==> src/rtl/rx_acq_pkg.sv <==
package rx_acq_pkg;

    // Acquisition supervisor states.
    typedef enum logic [1:0] {
        ACQ_HOLD    = 2'd0,   // a training condition is present
        ACQ_QUALIFY = 2'd1,   // conditions cleared, counting lock run
        ACQ_TRACK   = 2'd2    // loop follows the data
    } acq_state_t;

    // Default quiet limit: about 16 ms at a 77.76 MHz reference.
    localparam int unsigned QUIET_LIMIT_DEFAULT = 1244160;
    localparam int unsigned LOCK_CYCLES_DEFAULT = 64;

endpackage

==> src/rtl/rx_data_select.sv <==
module rx_data_select (
    input  logic loop_sel,
    input  logic los,
    input  logic pri_data,
    input  logic lpb_data,
    output logic data_sel
);

    logic pri_blanked;

    // Loss of signal blanks only the line path.
    always_comb begin
        pri_blanked = los ? 1'b0 : pri_data;
    end

    always_comb begin
        data_sel = loop_sel ? pri_blanked : lpb_data;
    end

endmodule

==> src/rtl/rx_quiet_timer.sv <==
module rx_quiet_timer #(
    parameter int unsigned QUIET_LIMIT = rx_acq_pkg::QUIET_LIMIT_DEFAULT
) (
    input  logic clk,
    input  logic rst_n,
    input  logic data_in,
    output logic quiet
);

    localparam int unsigned QCW = $clog2(QUIET_LIMIT + 1);
    localparam logic [QCW-1:0] QLIM = QCW'(QUIET_LIMIT);

    logic           data_prev;
    logic           edge_seen;
    logic [QCW-1:0] quiet_cnt;

    // Transition detector on the selected stream.
    always_ff @(posedge clk or negedge rst_n) begin
        if (!rst_n) begin
            data_prev <= 1'b0;
        end else begin
            data_prev <= data_in;
        end
    end

    always_comb begin
        edge_seen = (data_in != data_prev);
    end

    // Saturating count of edges without a transition.
    always_ff @(posedge clk or negedge rst_n) begin
        if (!rst_n) begin
            quiet_cnt <= '0;
        end else if (edge_seen) begin
            quiet_cnt <= '0;
        end else if (quiet_cnt != QLIM) begin
            quiet_cnt <= quiet_cnt + 1'b1;
        end
    end

    always_comb begin
        quiet = (quiet_cnt == QLIM);
    end

endmodule

==> src/rtl/rx_acq_fsm.sv <==
module rx_acq_fsm
    import rx_acq_pkg::*;
#(
    parameter int unsigned LOCK_CYCLES = LOCK_CYCLES_DEFAULT
) (
    input  logic clk,
    input  logic rst_n,
    input  logic los,
    input  logic quiet,
    input  logic pll_locked,
    output logic train_ref,
    output logic lock_det
);

    localparam int unsigned LCW = $clog2(LOCK_CYCLES + 1);
    localparam logic [LCW-1:0] LAST_RUN = LCW'(LOCK_CYCLES - 1);

    acq_state_t     state, state_nxt;
    logic [LCW-1:0] run_cnt, run_cnt_nxt;
    logic           hold_req;

    always_comb begin
        hold_req = los | quiet;
    end

    // State register.
    always_ff @(posedge clk or negedge rst_n) begin
        if (!rst_n) begin
            state   <= ACQ_HOLD;
            run_cnt <= '0;
        end else begin
            state   <= state_nxt;
            run_cnt <= run_cnt_nxt;
        end
    end

    // Next state and lock-run count.
    always_comb begin
        state_nxt   = state;
        run_cnt_nxt = '0;
        unique case (state)
            ACQ_HOLD: begin
                if (!hold_req) begin
                    state_nxt = ACQ_QUALIFY;
                end
            end
            ACQ_QUALIFY: begin
                if (hold_req) begin
                    state_nxt = ACQ_HOLD;
                end else if (pll_locked) begin
                    if (run_cnt == LAST_RUN) begin
                        state_nxt = ACQ_TRACK;
                    end else begin
                        run_cnt_nxt = run_cnt + 1'b1;
                    end
                end
            end
            ACQ_TRACK: begin
                if (hold_req) begin
                    state_nxt = ACQ_HOLD;
                end
            end
            default: begin
                state_nxt = ACQ_HOLD;
            end
        endcase
    end

    // Outputs.
    always_comb begin
        train_ref = (state != ACQ_TRACK);
        lock_det  = (state == ACQ_TRACK) && pll_locked && !los;
    end

endmodule

==> src/rtl/rx_acq_supervisor.sv <==
module rx_acq_supervisor #(
    parameter int unsigned QUIET_LIMIT = rx_acq_pkg::QUIET_LIMIT_DEFAULT,
    parameter int unsigned LOCK_CYCLES = rx_acq_pkg::LOCK_CYCLES_DEFAULT
) (
    input  logic clk,
    input  logic rst_n,
    input  logic los,
    input  logic loop_sel,
    input  logic pri_data,
    input  logic lpb_data,
    input  logic pll_locked,
    output logic data_out,
    output logic lock_det,
    output logic train_ref
);

    logic data_sel;
    logic quiet;

    rx_data_select u_sel (
        .loop_sel (loop_sel),
        .los      (los),
        .pri_data (pri_data),
        .lpb_data (lpb_data),
        .data_sel (data_sel)
    );

    rx_quiet_timer #(.QUIET_LIMIT(QUIET_LIMIT)) u_quiet (
        .clk     (clk),
        .rst_n   (rst_n),
        .data_in (data_sel),
        .quiet   (quiet)
    );

    rx_acq_fsm #(.LOCK_CYCLES(LOCK_CYCLES)) u_fsm (
        .clk        (clk),
        .rst_n      (rst_n),
        .los        (los),
        .quiet      (quiet),
        .pll_locked (pll_locked),
        .train_ref  (train_ref),
        .lock_det   (lock_det)
    );

    assign data_out = data_sel;

endmodule

==> config.mk <==
export PLATFORM = sky130hd
export DESIGN_NAME = rx_acq_supervisor
export DESIGN_NICKNAME = d
export VERILOG_FILES = /design/src/rtl/rx_acq_pkg.sv /design/src/rtl/rx_data_select.sv /design/src/rtl/rx_quiet_timer.sv /design/src/rtl/rx_acq_fsm.sv /design/src/rtl/rx_acq_supervisor.sv
export SDC_FILE = /design/constraint.sdc
export NUM_CORES = 1
export LEC_CHECK = 0
export ABC_AREA = 1
export BUFFER_PORTS_ARGS = -buffer_cell sky130_fd_sc_hd__buf_4
export CORE_UTILIZATION = 45
export DETAILED_ROUTE_END_ITERATION = 10
export GPL_TIMING_DRIVEN = 0
export SKIP_CTS_REPAIR_TIMING = 1
export SLEW_MARGIN = 20
export SYNTH_ARGS = -nofsm -noshare
export SYNTH_HDL_FRONTEND = slang
export SYNTH_SLANG_ARGS = --single-unit
==> constraint.sdc <==
create_clock -name clk -period 1.8 [get_ports clk]
set_clock_uncertainty 0.1 [all_clocks]
set_input_delay 0.36 -clock clk [delete_from_list [all_inputs] [get_ports clk]]
set_output_delay 0.36 -clock clk [all_outputs]
set_load 0.01 [all_outputs]
======== Word level (Yosys, flattened, before mapping) ========
Index checks and enable logic that the tools add are counted.
storage, ports and cells
  bits in registers ....................... 31
operators by class
  reduce and logical (&&, ||, !) cells .... 6
  add/sub/neg operators ................... 2
  equality and inequality tests ........... 11
  muxes and demuxes ....................... 14
  bitwise operators ....................... 1
operators with widths
  cell                                            count
  2-to-1 mux 21 bit                               2
  2-to-1 mux 7 bit                                4
  adder 21 x 1 -> 21 bit (second input constant)  1
  == test 21 bit (second input constant)          1
  != test 21 bit (second input constant)          1
  2-to-1 mux 2 bit                                5
  adder 7 x 1 -> 7 bit (second input constant)    1
  == test 7 x 6 -> 1 bit (second input constant)  1
  one-hot mux 2 bit (3 select lines)              1
  != test 2 bit (second input constant)           2
  AND reduction 4 bit                             1
  != test 3 x 1 -> 1 bit (second input constant)  1
  != test 3 x 2 -> 1 bit (second input constant)  1
  == test 2 x 1 -> 1 bit (second input constant)  1
  == test 2 bit (second input constant)           1
  logical AND 1 bit                               2
  logical NOT 2 bit                               1
  2-to-1 mux 1 bit                                2
  != test 2 x 1 -> 1 bit (second input constant)  1
  nonzero test 2 bit                              1
  logical NOT 1 bit                               1
  != test 1 bit                                   1
  bitwise OR 1 bit                                1

======== Depth between registers and ports, before layout ========
Gate-level depths: netlist of the first run.
  depth after elaboration ................. 5
  mapped depth ............................ 9
  gate-level depth less buffers ........... 9

======== Modules after synthesis ========
A second synthesis of the first run with hierarchy kept.
unflattened totals
  cells, all modules ...................... 262
  area, all modules ....................... 1858.0 µm²
by module, submodules not included
  module          cells an instance  instances  area an instance (µm²)
  rx_quiet_timer  195                1          1346.3
  rx_acq_fsm      62                 1          491.7
  rx_data_select  5                  1          20.0

======== Least setup slack after synthesis of the first run ========
OpenSTA, ideal clock, no wires.
  path type ............................... register to register
  start point ............................. register u_quiet.quiet_cnt[0]
  end point ............................... register u_quiet.quiet_cnt[18]
  path slack .............................. 406 ps
  buffers on the path ..................... 0
  arrival time ............................ 1177 ps
  cell stages (with the launch flop) ...... 9
  clock period less this slack ............ 1394 ps
  path through ............................ dfrtp_1 -> ha_1 -> nand2_2 -> nor2_4 -> nand3_1 -> nor2_1 -> nand2_1 -> nand2_1 -> nor2_1
between the ends
  word-level cells in the longest chain between the ends .. 3
  elaborated cells between the ends (all ways) .. 5
  those cells by class .................... 1 x add/sub; 1 x eq/ne; 2 x mux; 1 x reduce/logical
ends and longest elaborated chain
  item                      line                  RTL
  start: declaration        rx_quiet_timer.sv:15  logic [QCW-1:0] quiet_cnt;
  start signal: assignment  rx_quiet_timer.sv:37  quiet_cnt <= quiet_cnt + 1'b1;
  adder 21 x 1 -> 21 bit    rx_quiet_timer.sv:37
  2-to-1 mux 21 bit         rx_quiet_timer.sv:36  end else if (quiet_cnt != QLIM) begin
  2-to-1 mux 21 bit         rx_quiet_timer.sv:34  end else if (edge_seen) begin
Parallel ways exist; a longest one is shown, timed or not. The select of a mux whose other input is x is not followed.
A chain may end at the register's enable or synchronous reset.

======== Worst setup path in the final report of the first run ========
Ends and elaborated chain as after synthesis.

==> flow_summary_export.csv, run 1 <==
group,metric,value,unit
status,run_status,"complete, no violations",
timing,fin_crit,1.62,ns
global_route,track_usage,0.200,
global_route,gr-total-overflow,0,
clock_tree,ctsLongestPathBuffers,2,
die,io_pins,10,
placed_design,routability_congestion_estimate,0.833,
clock_tree,number_of_cts_inserted_buffers,5,
synthesis,synth-async-reset-ratio,1.00,
global_route,number_of_global_route_vias_before_repair,1457,
timing,maxClockFrequency,0.617,GHz
synthesis,synth-seq-area-share,0.445,
synthesis,synth_area,1740,um2
global_route,number_of_antenna_violations_at_the_first_check_in_global_routing,0,
synthesis,syn-num-nets,246,
drt,dr.pass1.iters,4,
min_path,min_path_type,"input port to register",
die,die_area,4120,um2
synthesis,avgSynthCellArea,7.38,um2
min_path,worstHoldPathCells,3,
placed_design,numPortBuffers,9,
placed_design,hpwl,2.54,mm
synthesis,synth_enable_flop_cells,0,
synthesis,top_area_cells_in_the_synthesized_netlist,"sky130_fd_sc_hd__dfrtp_1 45%, sky130_fd_sc_hd__nand2_1 12%, sky130_fd_sc_hd__nor2_1 11%",
synthesis,synth_top_area_frac,0.445,
timing,timing.setup.tns,0,ns
timing,timing.final.hold_violations,0,
clock_tree,ctsHtreeMaxLevel,2,
synthesis,synth_top_area_cell,"sky130_fd_sc_hd__dfrtp_1",
global_route,grt_start_max_net_pins,32,
global_route,wire_length_of_the_first_global_routing_pass,6.33,mm
drt,route.detailed.drc,0,
final_layout,num-fill-cells,381,
placed_design,post-place-ws,0.218,ns
critical_path,worstSetupStartpointType,"register",
timing,drv_slew,0,
drt,total_routed_wirelength,3.40,mm
die,die-height,64.2,um
critical_path,setup_crit_path_kind,"register to register",
clock_tree,cts_root_buf,"sky130_fd_sc_hd__clkbuf_8",
synthesis,postSynthRegisterBits,31,
final_layout,proportion_of_layout_cells_with_a_drive_suffix_above_1,0.139,
final_layout,synthToLayoutAreaGrowth,12.1,%
clock_tree,tritoncts,"built",
clock_tree,clock_pin_slew_on_the_worst_setup_and_hold_paths,0.06,ns
timing,final-setup-viol-count,0,
pwr,power.leakage,0.893,nW
placed_design,post_dp_cell_area,1870,um2
timing,timing.max_slew.rel_slack,0.733,
die,floorplan.die.width,64.2,um
drt,drt_first_iter_violations,100,
drt,detail_route.wl_per_cell,11.3,um
clock_tree,clkSinkCount,31,
drt,dr_total_vias,1443,
timing,final_critical_path_setup_slack,0.178,ns
drt,drtAntennaViolNets,0,
final_layout,antenna_cells_inserted,0,
critical_path,r2r.worst_path.cells,8,
synthesis,yosys_warnings,0,
timing,worst_slew_pin_slew,0.400,ns
flow_run,number_of_max_cap_violations,0,
drt,detail_route.vias_per_cell,4.81,
pwr,p_per_area,695,nW/um2
pwr,peakVddDrop,0.000447,V
timing,grt_setup_unrepaired,"false",
final_layout,num-nets-final,263,
critical_path,worstSetupEndpointType,"register",
die,initial_utilization,0.472,
synthesis,yosys_most_used_dff,"sky130_fd_sc_hd__dfrtp_1",
clock_tree,clk-insertion-delay-late,0.28,ns
critical_path,timing.critical_path.required,1.87,ns
timing,period_share,0.901,
die,num_rows,22,
final_layout,design_area_final,1950,um2
die,design.core.area,3690,um2
synthesis,yosysUniqueCellTypes,22,
critical_path,cp.arrival,1.69,ns
critical_path,critPathMaxFanout,7,
synthesis,synthCells,236,
cells in the mapped netlist (3+ instances only):
library cell and instances:
sky130_fd_sc_hd__nor2_1 49, sky130_fd_sc_hd__nand2_2 6, sky130_fd_sc_hd__o21ai_0 7, sky130_fd_sc_hd__ha_1 3, sky130_fd_sc_hd__nand3_2 3, sky130_fd_sc_hd__nand2_1 55
sky130_fd_sc_hd__inv_1 26, sky130_fd_sc_hd__dfrtp_1 31, sky130_fd_sc_hd__a21oi_1 10, sky130_fd_sc_hd__or2_2 3, sky130_fd_sc_hd__nand3_1 19, sky130_fd_sc_hd__nand4_1 5
sky130_fd_sc_hd__nor2_2 5
final cells by class:
cell class	count	area, um2	area share
Tap cell	48	60.1	0.0308
Clock buffer	6	72.6	0.0372
Inverter	27	101	0.0519
Timing Repair Buffer	10	77.6	0.0397
Multi-Input combinational cell	177	853	0.437
Sequential cell	31	776	0.397
Buffer	1	11.3	0.00577
per-layer routing:
layer,up-vias,GRT usage,wire (um)
met3,5,0.0375,81
met2,13,0.303,1500
met5,-,0,0
met4,0,0.0944,59
met1,650,0.274,1760
li1,775,-,-
flip-flops by register name, summed over array words and instances (netlist names):
register	cells
u_quiet.quiet_cnt	21
u_fsm.run_cnt	7
u_fsm.state	2
u_quiet.data_prev	1
report_power, final:
| part | internal (mW) | switching (mW) | leakage [nW] |
|---|---|---|---|
| registers | 0.713 | 0.0207 | 0.426 |
| clock network | 0.257 | 0.236 | 0.0371 |
| logic | 0.0493 | 0.0801 | 0.429 |
| total | 1.02 | 0.337 | 0.893 |
critical path, cell delays in order, from the launching register on:
cell,delay [ns]
sky130_fd_sc_hd__dfrtp_1,0.46
sky130_fd_sc_hd__ha_1,0.22
sky130_fd_sc_hd__nand2_2,0.08
sky130_fd_sc_hd__nor2_4,0.18
sky130_fd_sc_hd__nand3_1,0.16
sky130_fd_sc_hd__nor2_1,0.16
sky130_fd_sc_hd__nand2_1,0.06
sky130_fd_sc_hd__nand2_1,0.05
sky130_fd_sc_hd__nor2_1,0.03
logic make-up (layout without fill, tap and decap cells):
| group | after synthesis | in the layout | synth area share |
|---|---|---|---|
| simple gates | 151 | 151 | 0.392 |
| fa+ha+maj | 3 | 3 | 0.0216 |
| xor+xnor | 4 | 4 | 0.0201 |
| flops | 31 | 31 | 0.445 |
| compound gates | 19 | 19 | 0.0568 |
| buf+inv | 28 | 44 | 0.0647 |
worst paths after layout:
check / startpoint / endpoint / slack (ns)
max: u_quiet.quiet_cnt[0]$_DFFE_PN0P_ / u_quiet.quiet_cnt[18]$_DFFE_PN0P_ / 0.18
min: lpb_data / u_quiet.data_prev$_DFF_PN0_ / 0.26
max reg2reg: u_quiet.quiet_cnt[0]$_DFFE_PN0P_ / u_quiet.quiet_cnt[18]$_DFFE_PN0P_ / 0.18
min reg2reg: u_quiet.quiet_cnt[12]$_DFFE_PN0P_ / u_quiet.quiet_cnt[12]$_DFFE_PN0P_ / 0.42
max in group asynchronous: rst_n / u_quiet.quiet_cnt[7]$_DFFE_PN0P_ / 0.86
min in group asynchronous: rst_n / u_fsm.run_cnt[6]$_DFF_PN0_ / 0.45
cells in the final DEF (no fill, tap or decap):
cell type                       count
sky130_fd_sc_hd__clkbuf_8           5
sky130_fd_sc_hd__ha_1               3
sky130_fd_sc_hd__or2_2              3
sky130_fd_sc_hd__buf_4              9
sky130_fd_sc_hd__dlygate4sd3_1      1
sky130_fd_sc_hd__nor2_2             5
sky130_fd_sc_hd__inv_1             26
sky130_fd_sc_hd__nor2_1            49
sky130_fd_sc_hd__nand2_2            6
sky130_fd_sc_hd__nor3_1             2
sky130_fd_sc_hd__nand3_1           19
sky130_fd_sc_hd__dfrtp_1           31
sky130_fd_sc_hd__a31oi_1            1
sky130_fd_sc_hd__nand2_1           55
sky130_fd_sc_hd__a21oi_1           10
sky130_fd_sc_hd__nand3b_1           2
sky130_fd_sc_hd__o211ai_1           1
sky130_fd_sc_hd__nor2_4             2
sky130_fd_sc_hd__nand4_1            5
sky130_fd_sc_hd__nand3_2            3
sky130_fd_sc_hd__buf_6              1
sky130_fd_sc_hd__xnor2_1            2
sky130_fd_sc_hd__o21ai_0            7
sky130_fd_sc_hd__inv_2              1
sky130_fd_sc_hd__clkbuf_1           1
sky130_fd_sc_hd__xor2_1             2
through the flow:
| step | hold WS (ns) | power (mW) | cells | utilization |
|---|---|---|---|---|
| floorplan | -0.0356 | 0.821 | 236 | - |
| CTS | -0.0819 | 1.37 | 299 | 0.526 |
| global placement | 0.225 | 0.872 | 293 | 0.507 |
| finish | 0.263 | 1.36 | 300 | 0.529 |
| global route | 0.264 | 1.42 | 300 | 0.529 |
| detailed placement | 0.222 | 0.875 | 293 | 0.507 |
No activity file was read; power rests on OpenSTA's default activity.
==> inputs of run 2 (changes only) <==
--- a/config.mk
+++ b/config.mk
@@ -7,9 +7,14 @@
 export LEC_CHECK = 0
 export ABC_AREA = 1
 export BUFFER_PORTS_ARGS = -buffer_cell sky130_fd_sc_hd__buf_4
-export CORE_UTILIZATION = 45
+export CELL_PAD_IN_SITES_DETAIL_PLACEMENT = 1
+export CELL_PAD_IN_SITES_GLOBAL_PLACEMENT = 1
+export CORE_UTILIZATION = 44
+export CTS_CLUSTER_DIAMETER = 60
 export DETAILED_ROUTE_END_ITERATION = 10
 export GPL_TIMING_DRIVEN = 0
+export HOLD_SLACK_MARGIN = 0.12
+export PLACE_DENSITY_LB_ADDON = 0.1
 export SKIP_CTS_REPAIR_TIMING = 1
 export SLEW_MARGIN = 20
 export SYNTH_ARGS = -nofsm -noshare
==> run 2 against run 1 <==
  * Die area up 2.2%
  * Combinational power about the same
  * Sequential cell count unchanged
  * Final cell count up 0.67%
  * Via count up 6.7%
  * Total power up 2.0%
==> flow_summary_export.csv, run 2 (synthesis results as in run 1) <==
group,metric,value,unit
pwr,p_per_area,705,nW/um2
timing,maxClockFrequency,0.617,GHz
final_layout,layout_commonest_cell,"sky130_fd_sc_hd__nand2_1",
flow_run,number_of_max_cap_violations,0,
global_route,grt.busiest_layer,"met2",
pwr,total_power,1.38,mW
critical_path,worstSetupEndpointType,"primary output",
pwr,power.switching_fraction,0.253,
die,design.core.area,3720,um2
critical_path,critPathMaxFanout,2,
pwr,seq_power_share,0.532,
final_layout,num-fill-cells,499,
min_path,worstHoldStart,"pll_locked",
global_route,wire_length_of_the_first_global_routing_pass,6.91,mm
min_path,min_path_type,"input port to register",
timing,timing.setup.tns,0,ns
global_route,global_route_met2_usage,0.359,
pwr,clk_network_pwr_share,0.376,
global_route,met1_usage,0.279,
final_layout,commonest_cells_after_routing_fill_and_taps_aside,"55 x sky130_fd_sc_hd__nand2_1, 49 x sky130_fd_sc_hd__nor2_1, 29 x sky130_fd_sc_hd__dfrtp_1",
drt,drtAntennaViolNets,0,
pwr,power.switching,0.350,mW
final_layout,top_regs,"u_quiet.quiet_cnt (21), u_fsm.run_cnt (7), u_fsm.state (2)",
critical_path,cp.arrival,1.16,ns
critical_path,reg2reg_from,"u_quiet.quiet_cnt[0]$_DFFE_PN0P_",
timing,final-setup-viol-count,0,
timing,grt_setup_unrepaired,"false",
placed_design,post-place-ws,0.168,ns
global_route,number_of_global_route_vias_before_repair,1542,
final_layout,synthToLayoutAreaGrowth,12.7,%
clock_tree,ctsHtreeMaxLevel,2,
global_route,gr-total-overflow,0,
drt,dr.pass1.iters,4,
placed_design,hpwl,2.96,mm
die,floorplan.die.width,64.9,um
global_route,number_of_antenna_violations_at_the_first_check_in_global_routing,0,
critical_path,startpoint,"u_fsm.state[0]$_DFFE_PN0P_",
final_layout,num-nets-final,263,
drt,route.detailed.drc,0,
critical_path,timing.critical_path.required,1.34,ns
drt,detail_route.wl_per_cell,12.9,um
pwr,power_report.internal_total,1.03,mW
global_route,global_route.usage.met3,0.0528,
final_layout,multiInputGateArea,853,um2
critical_path,critPathMaxStageDelay,0.38,ns
final_layout,antenna_cells_inserted,0,
critical_path,worstSetupStartpointType,"register",
die,num_rows,22,
clock_tree,clk-insertion-delay-late,0.28,ns
clock_tree,number_of_cts_inserted_buffers,5,
pwr,comb_power_share,0.092,
timing,timing.max_slew.rel_slack,0.733,
final_layout,proportion_of_layout_cells_with_a_drive_suffix_above_1,0.150,
global_route,grt_start_max_net_pins,32,
status,run_status,"complete, no violations",
final_layout,largest_register_ff_count,21,
clock_tree,ctsLongestPathBuffers,2,
pwr,power.leakage,0.895,nW
clock_tree,cts_root_buf,"sky130_fd_sc_hd__clkbuf_8",
drt,total_routed_wirelength,3.89,mm
timing,drv_slew,0,
placed_design,numPortBuffers,9,
drt,drt_first_iter_violations,75,
critical_path,critPathTopFamily,"flip-flops",
critical_path,critical_path_cell_list,"nor2_1 -> inv_1 -> nor3_1 -> buf_4",
critical_path,timing.critical_path.slowest_stage_cell,"sky130_fd_sc_hd__dfrtp_1",
placed_design,routability_congestion_estimate,0.804,
timing,fin_crit,1.62,ns
die,initial_utilization,0.469,
die,die_area,4210,um2
die,die-height,64.9,um
final_layout,largest_register,"u_quiet.quiet_cnt",
global_route,track_usage,0.221,
clock_tree,clkSinkCount,31,
timing,final_critical_path_setup_slack,0.180,ns
timing,period_share,0.900,
drt,dr_total_vias,1540,
timing,holdWs,0.256,ns
die,io_pins,10,
pwr,peakVddDrop,0.000370,V
critical_path,critPathBufInv,2,
clock_tree,tritoncts,"built",
drt,detail_route.vias_per_cell,5.10,
timing,timing.final.hold_violations,0,
final_layout,area.sequential,778,um2
timing,worst_slew_pin_slew,0.400,ns
clock_tree,clock_pin_slew_on_the_worst_setup_and_hold_paths,0.06,ns
critical_path,setup_crit_path_kind,"register to primary output",
==> run 2: changes by cell type in the layout (fill, tap and decap cells not counted), sizes merged <==
cell    delta
clkinv     +1
clkbuf     +1
==> run 2: final timing paths <==
kind	end	slack [ns]	cells past startpoint
min reg2reg	u_quiet.quiet_cnt[12]$_DFFE_PN0P_	0.43	1
max reg2reg	u_quiet.quiet_cnt[18]$_DFFE_PN0P_	0.21	8
min	u_fsm.run_cnt[2]$_DFF_PN0_	0.26	3
max in group asynchronous	u_quiet.quiet_cnt[1]$_DFFE_PN0P_	0.82	2
min in group asynchronous	u_fsm.state[0]$_DFFE_PN0P_	0.47	2
max	lock_det	0.18	4
==> run 2: layer usage <==
metal	wire length [um]	share of wire
met4	94	0.024
met2	1850	0.47
met3	121	0.031
met1	1830	0.47
met5	0	0
==> run 2: final cells by class <==
cell class                 count  share of cell area
multi-input combinational    177               0.435
sequential                    31               0.396
inverter                      27              0.0516
timing repair buffer          10              0.0395
clock buffer                   7              0.0389
tap                           48              0.0306
buffer                         1             0.00574
clock inverter                 1             0.00255
==> run 2: power groups by stage <==
| stage | clock network (mW) | registers, mW | logic (mW) |
|---|---|---|---|
| 6_report | 0.520 | 0.736 | 0.128 |
| 5_1_grt | 0.567 | 0.739 | 0.152 |
| 4_1_cts | 0.545 | 0.734 | 0.131 |
| 3_5_place_dp | 0 | 0.747 | 0.130 |
| 3_3_place_gp | 0 | 0.746 | 0.127 |
| 2_1_floorplan | 0 | 0.741 | 0.0794 |
==> run 2: worst register-to-register path, delay by kind of cell, from the launching register on <==
kind                       cells  cell delay, ns
and+or+nand+nor                7            0.77
adders and majority gates      1            0.19
DFF                            1            0.43
==> run 2: per-stage QoR <==
stage	cell area (um2)	instances	util
finish	1960	302	0.528
global placement	1870	293	0.503
floorplan	1740	236	-
detailed placement	1870	293	0.503
global route	1960	302	0.528
CTS	1950	301	0.525
